$ cat src/rtl/dma_opctl_pkg.sv
package dma_opctl_pkg;
  localparam int REG_W       = 32;
  localparam int NUM_FLAGS   = 2;   // index 0: NMI flag, index 1: address error
  localparam int FLAG_LO     = 1;   // flag f lives at bit FLAG_LO+f
  localparam int BIT_EN      = 0;
  localparam int BIT_MODE    = 4;
  localparam int BIT_PRIO_LO = 8;
  localparam int PRIO_W      = 2;
  localparam int BIT_ODM     = 15;

  typedef struct packed {
    logic                 onDemand;
    logic [PRIO_W-1:0]    prio;
    logic                 modeBit;
    logic                 masterEn;
  } cfg_t;

  typedef struct packed {
    logic                 rdEn;
    logic                 cfgWr;
    logic [NUM_FLAGS-1:0] flagClr;
  } strobe_t;
endpackage

$ cat src/rtl/dma_opctl_ctrl.sv
module dma_opctl_ctrl
  import dma_opctl_pkg::*;
(
  input  logic                 clk,
  input  logic                 rstN,
  input  logic                 sel,
  input  logic                 wrEn,
  input  logic [NUM_FLAGS-1:0] wrFlagBits,
  input  logic [NUM_FLAGS-1:0] flagQ,
  output strobe_t              strobe
);
  logic rdAcc;
  logic wrAcc;
  logic [NUM_FLAGS-1:0] armed;

  assign rdAcc = sel & ~wrEn;
  assign wrAcc = sel & wrEn;

  for (genvar f = 0; f < NUM_FLAGS; f++) begin : g_arm
    // Arming: a read that shows the flag as 1 arms it; any write disarms
    always_ff @(posedge clk or negedge rstN) begin
      if (!rstN)                  armed[f] <= 1'b0;
      else if (wrAcc)             armed[f] <= 1'b0;
      else if (rdAcc && flagQ[f]) armed[f] <= 1'b1;
    end

    assign strobe.flagClr[f] = wrAcc & armed[f] & ~wrFlagBits[f];

    // a write always leaves the handshake disarmed
    a_r8_write_disarms: assert property (@(posedge clk) disable iff (!rstN)
      wrAcc |=> !armed[f]);
  end

  assign strobe.rdEn  = rdAcc;
  assign strobe.cfgWr = wrAcc;
endmodule

$ cat src/rtl/dma_opctl_dp.sv
module dma_opctl_dp
  import dma_opctl_pkg::*;
(
  input  logic                 clk,
  input  logic                 rstN,
  input  strobe_t              strobe,
  input  cfg_t                 wrCfg,
  input  logic [NUM_FLAGS-1:0] flagSet,
  input  logic                 busAvailIn,
  output logic [REG_W-1:0]     rdData,
  output logic                 busAvailPin,
  output logic                 xferOk,
  output logic [NUM_FLAGS-1:0] flagQ
);
  cfg_t cfgQ;
  logic [REG_W-1:0] word;

  // configuration fields load only on a write
  always_ff @(posedge clk or negedge rstN) begin
    if (!rstN)             cfgQ <= '0;
    else if (strobe.cfgWr) cfgQ <= wrCfg;
  end

  a_r3_cfg_hold: assert property (@(posedge clk) disable iff (!rstN)
    !strobe.cfgWr |=> $stable(cfgQ));

  for (genvar f = 0; f < NUM_FLAGS; f++) begin : g_flag
    // set pulse takes priority over a clearing write
    always_ff @(posedge clk or negedge rstN) begin
      if (!rstN)                  flagQ[f] <= 1'b0;
      else if (flagSet[f])        flagQ[f] <= 1'b1;
      else if (strobe.flagClr[f]) flagQ[f] <= 1'b0;
    end

    a_r9_set_wins: assert property (@(posedge clk) disable iff (!rstN)
      flagSet[f] |=> flagQ[f]);
    a_r5_rise_needs_pulse: assert property (@(posedge clk) disable iff (!rstN)
      $rose(flagQ[f]) |-> $past(flagSet[f]));
  end

  always_comb begin
    word                            = '0;
    word[BIT_ODM]                   = cfgQ.onDemand;
    word[BIT_PRIO_LO +: PRIO_W]     = cfgQ.prio;
    word[BIT_MODE]                  = cfgQ.modeBit;
    word[BIT_EN]                    = cfgQ.masterEn;
    word[FLAG_LO +: NUM_FLAGS]      = flagQ;
  end

  // combinational read, zero outside read accesses
  assign rdData      = strobe.rdEn ? word : '0;
  assign busAvailPin = busAvailIn ^ cfgQ.onDemand;
  assign xferOk      = cfgQ.masterEn & ~|flagQ;
endmodule

$ cat src/rtl/dma_opctl_reg.sv
module dma_opctl_reg
  import dma_opctl_pkg::*;
(
  input  logic             clk,
  input  logic             rstN,
  input  logic             sel,
  input  logic             wrEn,
  input  logic [REG_W-1:0] wrData,
  output logic [REG_W-1:0] rdData,
  input  logic             aerrPulse,
  input  logic             nmiPulse,
  input  logic             busAvailIn,
  output logic             busAvailPin,
  output logic             xferOk
);
  strobe_t              strobe;
  cfg_t                 wrCfg;
  logic [NUM_FLAGS-1:0] flagQ;
  logic                 unusedWr;

  assign wrCfg.onDemand = wrData[BIT_ODM];
  assign wrCfg.prio     = wrData[BIT_PRIO_LO +: PRIO_W];
  assign wrCfg.modeBit  = wrData[BIT_MODE];
  assign wrCfg.masterEn = wrData[BIT_EN];
  assign unusedWr       = ^wrData;

  dma_opctl_ctrl u_ctrl (
    .clk        (clk),
    .rstN       (rstN),
    .sel        (sel),
    .wrEn       (wrEn),
    .wrFlagBits (wrData[FLAG_LO +: NUM_FLAGS]),
    .flagQ      (flagQ),
    .strobe     (strobe)
  );

  dma_opctl_dp u_dp (
    .clk         (clk),
    .rstN        (rstN),
    .strobe      (strobe),
    .wrCfg       (wrCfg),
    .flagSet     ({aerrPulse, nmiPulse}),
    .busAvailIn  (busAvailIn),
    .rdData      (rdData),
    .busAvailPin (busAvailPin),
    .xferOk      (xferOk),
    .flagQ       (flagQ)
  );

  for (genvar f = 0; f < NUM_FLAGS; f++) begin : g_chk
    // a flag only falls after a write carrying 0 in its bit
    a_r7_fall_needs_zero_write: assert property (@(posedge clk) disable iff (!rstN)
      $fell(flagQ[f]) |-> $past(sel && wrEn && !wrData[FLAG_LO+f]));
  end
endmodule

$ cat config.mk
export PLATFORM = sky130hd
export DESIGN_NAME = dma_opctl_reg
export DESIGN_NICKNAME = d
export VERILOG_FILES = /design/src/rtl/dma_opctl_pkg.sv /design/src/rtl/dma_opctl_ctrl.sv /design/src/rtl/dma_opctl_dp.sv /design/src/rtl/dma_opctl_reg.sv
export SDC_FILE = /design/constraint.sdc
export NUM_CORES = 1
export LEC_CHECK = 0
export ABC_CLOCK_PERIOD_IN_PS = 800
export CAP_MARGIN = 20
export CORE_MARGIN = 5
export CORE_UTILIZATION = 23
export CTS_CLUSTER_DIAMETER = 40
export DETAILED_ROUTE_END_ITERATION = 7
export GPL_TIMING_DRIVEN = 0
export PLACE_DENSITY = 0.79
export SYNTH_ARGS = -nofsm -noshare
export SYNTH_HDL_FRONTEND = slang
export SYNTH_SLANG_ARGS = --single-unit
$ cat constraint.sdc
create_clock -name clk -period 0.8 [get_ports clk]
set_input_delay 0.16 -clock clk [delete_from_list [all_inputs] [get_ports clk]]
set_output_delay 0.16 -clock clk [all_outputs]
set_load 0.01 [all_outputs]
Yosys cells after proc, flatten, opt, wreduce, memory -nomap -nowiden
Index checks and enable logic that the tools add are counted.
{"block": "op_classes", "bitwise": 11, "n_mux": 9, "reduce_logical": 8}
{"operator": "$mux W16", "count": 1}
{"operator": "$mux W1", "count": 8}
{"operator": "$reduce_bool A2 Y1", "count": 4}
{"operator": "$and A1 B1 Y1", "count": 7}
{"operator": "$not A1 Y1", "count": 3}
{"operator": "$logic_and A1 B1 Y1", "count": 2}
{"operator": "$reduce_or A2 Y1", "count": 1}
{"operator": "$logic_not A1 Y1", "count": 1}
{"operator": "$xor A1 B1 Y1", "count": 1}
{"block": "word_totals", "input_bits": 39, "register_bits": 9, "out_inout_bits": 34}

Longest topological paths before layout
{"block": "depth", "ltp_word": 5, "mapped_depth": 3}

Modules after synthesis
From an unflattened synthesis, not the netlist that was laid out.
{"block": "unflattened", "cells_unflattened": 64, "hier_area_um2": 631.9}
{"mod": "dma_opctl_dp", "seq_area_each_um2": 175.2, "area_each_um2": 505.5, "cells_per_inst": 51, "n_inst": 1}
{"mod": "dma_opctl_ctrl", "seq_area_each_um2": 50.0, "area_each_um2": 126.4, "cells_per_inst": 13, "n_inst": 1}

Worst setup path after synthesis
OpenSTA, ideal clock, no wires.
{"block": "synth_timing", "path_kind": "reg2out", "start": "reg u_dp.flagQ[1]", "end": "out xferOk", "arrival_ns": 0.714, "path_stages_with_launch": 2, "path_slack_ns": -0.074, "n_path_buf": 0, "cell_sequence": "dfrtp_1 nor3b_1"}
{"block": "synth_between", "elab_chain_cells": 3}
{"item": "start, declared", "line_no": "dma_opctl_dp.sv:13", "text": "output logic [NUM_FLAGS-1:0] flagQ"}
{"item": "start signal, assigned by index", "line_no": "dma_opctl_dp.sv:30", "text": "if (!rstN) flagQ[f] <= 1'b0;"}
{"item": "start signal, assigned by index", "line_no": "dma_opctl_dp.sv:31", "text": "else if (flagSet[f]) flagQ[f] <= 1'b1;"}
{"item": "start signal, assigned by index", "line_no": "dma_opctl_dp.sv:32", "text": "else if (strobe.flagClr[f]) flagQ[f] <= 1'b0;"}
{"item": "$reduce_or A2 Y1", "line_no": "dma_opctl_dp.sv:53", "text": "assign xferOk = cfgQ.masterEn & ~|flagQ;"}
{"item": "$logic_not A1 Y1", "line_no": "dma_opctl_dp.sv:53"}
{"item": "$and A1 B1 Y1", "line_no": "dma_opctl_dp.sv:53"}
{"item": "end, declared", "line_no": "dma_opctl_reg.sv:14", "text": "output logic xferOk"}
No other way between the ends.

Worst setup path after layout
Same ends and word-level chain as after synthesis.

==> metrics.txt <==
# DRC=0; DP Worst Slack=-1091 ps; layout cell share with drive strength beyond 1=53.33%; n_diodes=0; Worst-path clk slew=60 ps; worst path required time=640 ps; sequential share of the synthesized area=37.27%; number of routed nets with antenna violations=0; RR Endpoint=u_ctrl.armed[1]$_DFFE_PN0P_; drt first-iter violations=6; synth unique cells=13; CTS H-tree depth=1; clk buf depth=2; hold_buf cts=0; Critical Path End Type=output pin; CTS tree=built; first-pass GRT wire length=2214 um; syn_area_per_cell=10.07 um2; largest net degree at the start of global routing=10; failing checks=negative setup slack; status=complete, but fails checks; total number of vias=525; die area=3753 um2; Power Total=1389 uW; Slowest cell on crit path=dfrtp_1; final setup violation count=14; Final #Nets=160; antenna violations before repair=0; clock sinks=9; sequential share of power=39.2%; Initial Utilization=24.17%; CTS root buf=clkbuf_4; Post-Route WL=1561 um; FF+latch count, synth=9; GPL Wtd Cong=0.6805; Die Span X=61.26 um; Final Hold Viols=0; unrepaired setup endpoints after global routing=yes; critical path's largest stage delay=400 ps; total track usage=8.035%; pwr/cell area=1252 nW/um2; setup slack, reg-to-reg=-240 ps; reg2reg start=u_dp.flagQ[1]$_DFFE_PN0P_; Critical Path Source Type=flop; First-pass DRT Iterations=4; Post-Syn Instances=60; Clock power frac=24.2%; detailed placement HPWL=1229 um; IO Count=73; count of input and output buffers=21; MaxCap Viol Count=0; final std cells w/o fill=150; crit-path cells=buf_6 -> nor3b_2 -> buf_2; CTS buffer count=3; HP Class=in -> async; Final Max Slew Viols=0; switching part of the total=26.54%; clock skew=8.619 ps; Arrival @ worst endpoint=1060 ps; CP Class=reg -> out; Internal Pwr Total=1021 uW; Rows=18; highest clock rate=0.8180 GHz; GRT overflow=0; setup ws final=-422.5 ps; dpl cells=135; mapped cell area=604.3 um2; Comb pwr share=36.7%; Vias/cell=3.500; r2r worst-path depth=5; Die H=61.26 um; switching power=368.7 uW; worst skew pair latency=250 ps; Worst IR Drop VDD=0.0006090 V; critical path peak fanout=2; Area Overhead vs Synth=83.64%; synth warn=0; min Tclk post-route=1222 ps; core footprint=2500 um2; Avg WL per Cell=10.41 um; vias in the first global route=530; P_leak=0.0005880 uW; final worst-path cycle share=152.8%
[final cells by class]
cell class                 count  area [um2]
fill                         234        1390
multi-input combinational     49       314.1
tap                           30       37.54
clock buffer                   4       26.28
sequential                     9       225.2
buffer                        26       212.7
timing repair buffer          32       294.0
[cell families (layout without fill, tap and decap cells)]
logic type / count (synthesis) / in the layout / synth area share [%]
flops: 9 / 9 / 37.27
other cells: 1 / 25 / 0.6205
mux: 5 / 5 / 9.316
compound gates: 6 / 6 / 5.797
buf+inv: 26 / 62 / 31.88
simple gates: 12 / 12 / 13.67
xor+xnor: 1 / 1 / 1.450
[flip-flops by register name, summed over array words and instances (netlist names)]
register and flops:
u_ctrl.armed 2, u_dp.cfgQ 5, u_dp.flagQ 2
[layer usage]
| layer | GRT usage, % | wire length, um | vias to the layer above |
|---|---|---|---|
| met5 | 0 | 0 | - |
| met3 | 3.983 | 262 | 0 |
| met4 | 1.858 | 0 | 0 |
| met2 | 16.47 | 835 | 29 |
| li1 | - | - | 267 |
| met1 | 6.641 | 463 | 229 |
[timing repair]
item                                    in CTS  in global routing
pin swaps                                    2                  2
endpoints found under the setup margin      16                 15
buffers inserted                             9                  5
resized for setup                           53                  9
[stage by stage]
stage,hold slack (ps),instance area [um2],TNS [ps],util [%]
after detailed placement,410.1,964.7,-12640,38.59
final,202.9,1110,-3378,44.39
after CTS,205.1,1062,-3060,42.49
after global placement,402.1,964.7,-12280,38.59
after global routing,212.5,1110,-3815,44.39
after floorplan,-135.6,716.9,-273.3,-
[power groups by stage]
stage,clock (uW),combinational [uW],sequential [uW]
floorplan,0,261,537
global placement,0,401,544
detailed placement,0,410,548
CTS,350,460,541
global route,363,551,549
finish,336,509,544
[cells in the mapped netlist]
| cell | instances | area (um2) |
|---|---|---|
| conb_1 | 1 | 3.750 |
| xor2_1 | 1 | 8.760 |
| nor3b_1 | 1 | 7.510 |
| nand2_2 | 1 | 6.260 |
| and2b_1 | 1 | 7.510 |
| a21o_1 | 2 | 15.01 |
| and2_1 | 7 | 43.79 |
| nand4b_1 | 2 | 17.52 |
| a21oi_1 | 4 | 20.02 |
| buf_4 | 25 | 187.7 |
| dfrtp_1 | 9 | 225.2 |
| clkbuf_2 | 1 | 5.000 |
| mux2_2 | 5 | 56.30 |
[worst max-delay path by stage]
stage | end | startpoint
3_3_place_gp | rdData[4] | wrEn
6_report | xferOk | u_dp.flagQ[1]$_DFFE_PN0P_
3_5_place_dp | rdData[1] | wrEn
5_1_grt | xferOk | u_dp.flagQ[1]$_DFFE_PN0P_
4_1_cts | xferOk | u_dp.flagQ[1]$_DFFE_PN0P_
2_1_floorplan | rdData[0] | sel
[layout by cell type, fill, tap and decap left out]
| cell | instances |
|---|---|
| a21o_1 | 2 |
| a21oi_1 | 1 |
| a21oi_2 | 3 |
| and2_1 | 4 |
| and2_4 | 3 |
| and2b_2 | 1 |
| buf_2 | 6 |
| buf_4 | 30 |
| buf_6 | 9 |
| buf_8 | 1 |
| clkbuf_1 | 1 |
| clkbuf_16 | 1 |
| clkbuf_4 | 3 |
| clkdlybuf4s50_1 | 11 |
| conb_1 | 25 |
| dfrtp_1 | 9 |
| mux2_2 | 3 |
| mux2_4 | 2 |
| nand2_4 | 1 |
| nand4b_1 | 2 |
| nor3b_2 | 1 |
| xor2_1 | 1 |
[critical path: cells and delay by family, from the launching register on]
kind                   cells  cell delay [ps]
flip-flops                 1              400
buffers and inverters      2              280
AND/OR/NAND/NOR            1              130
Note: power is estimated with default switching activity, not from simulation.
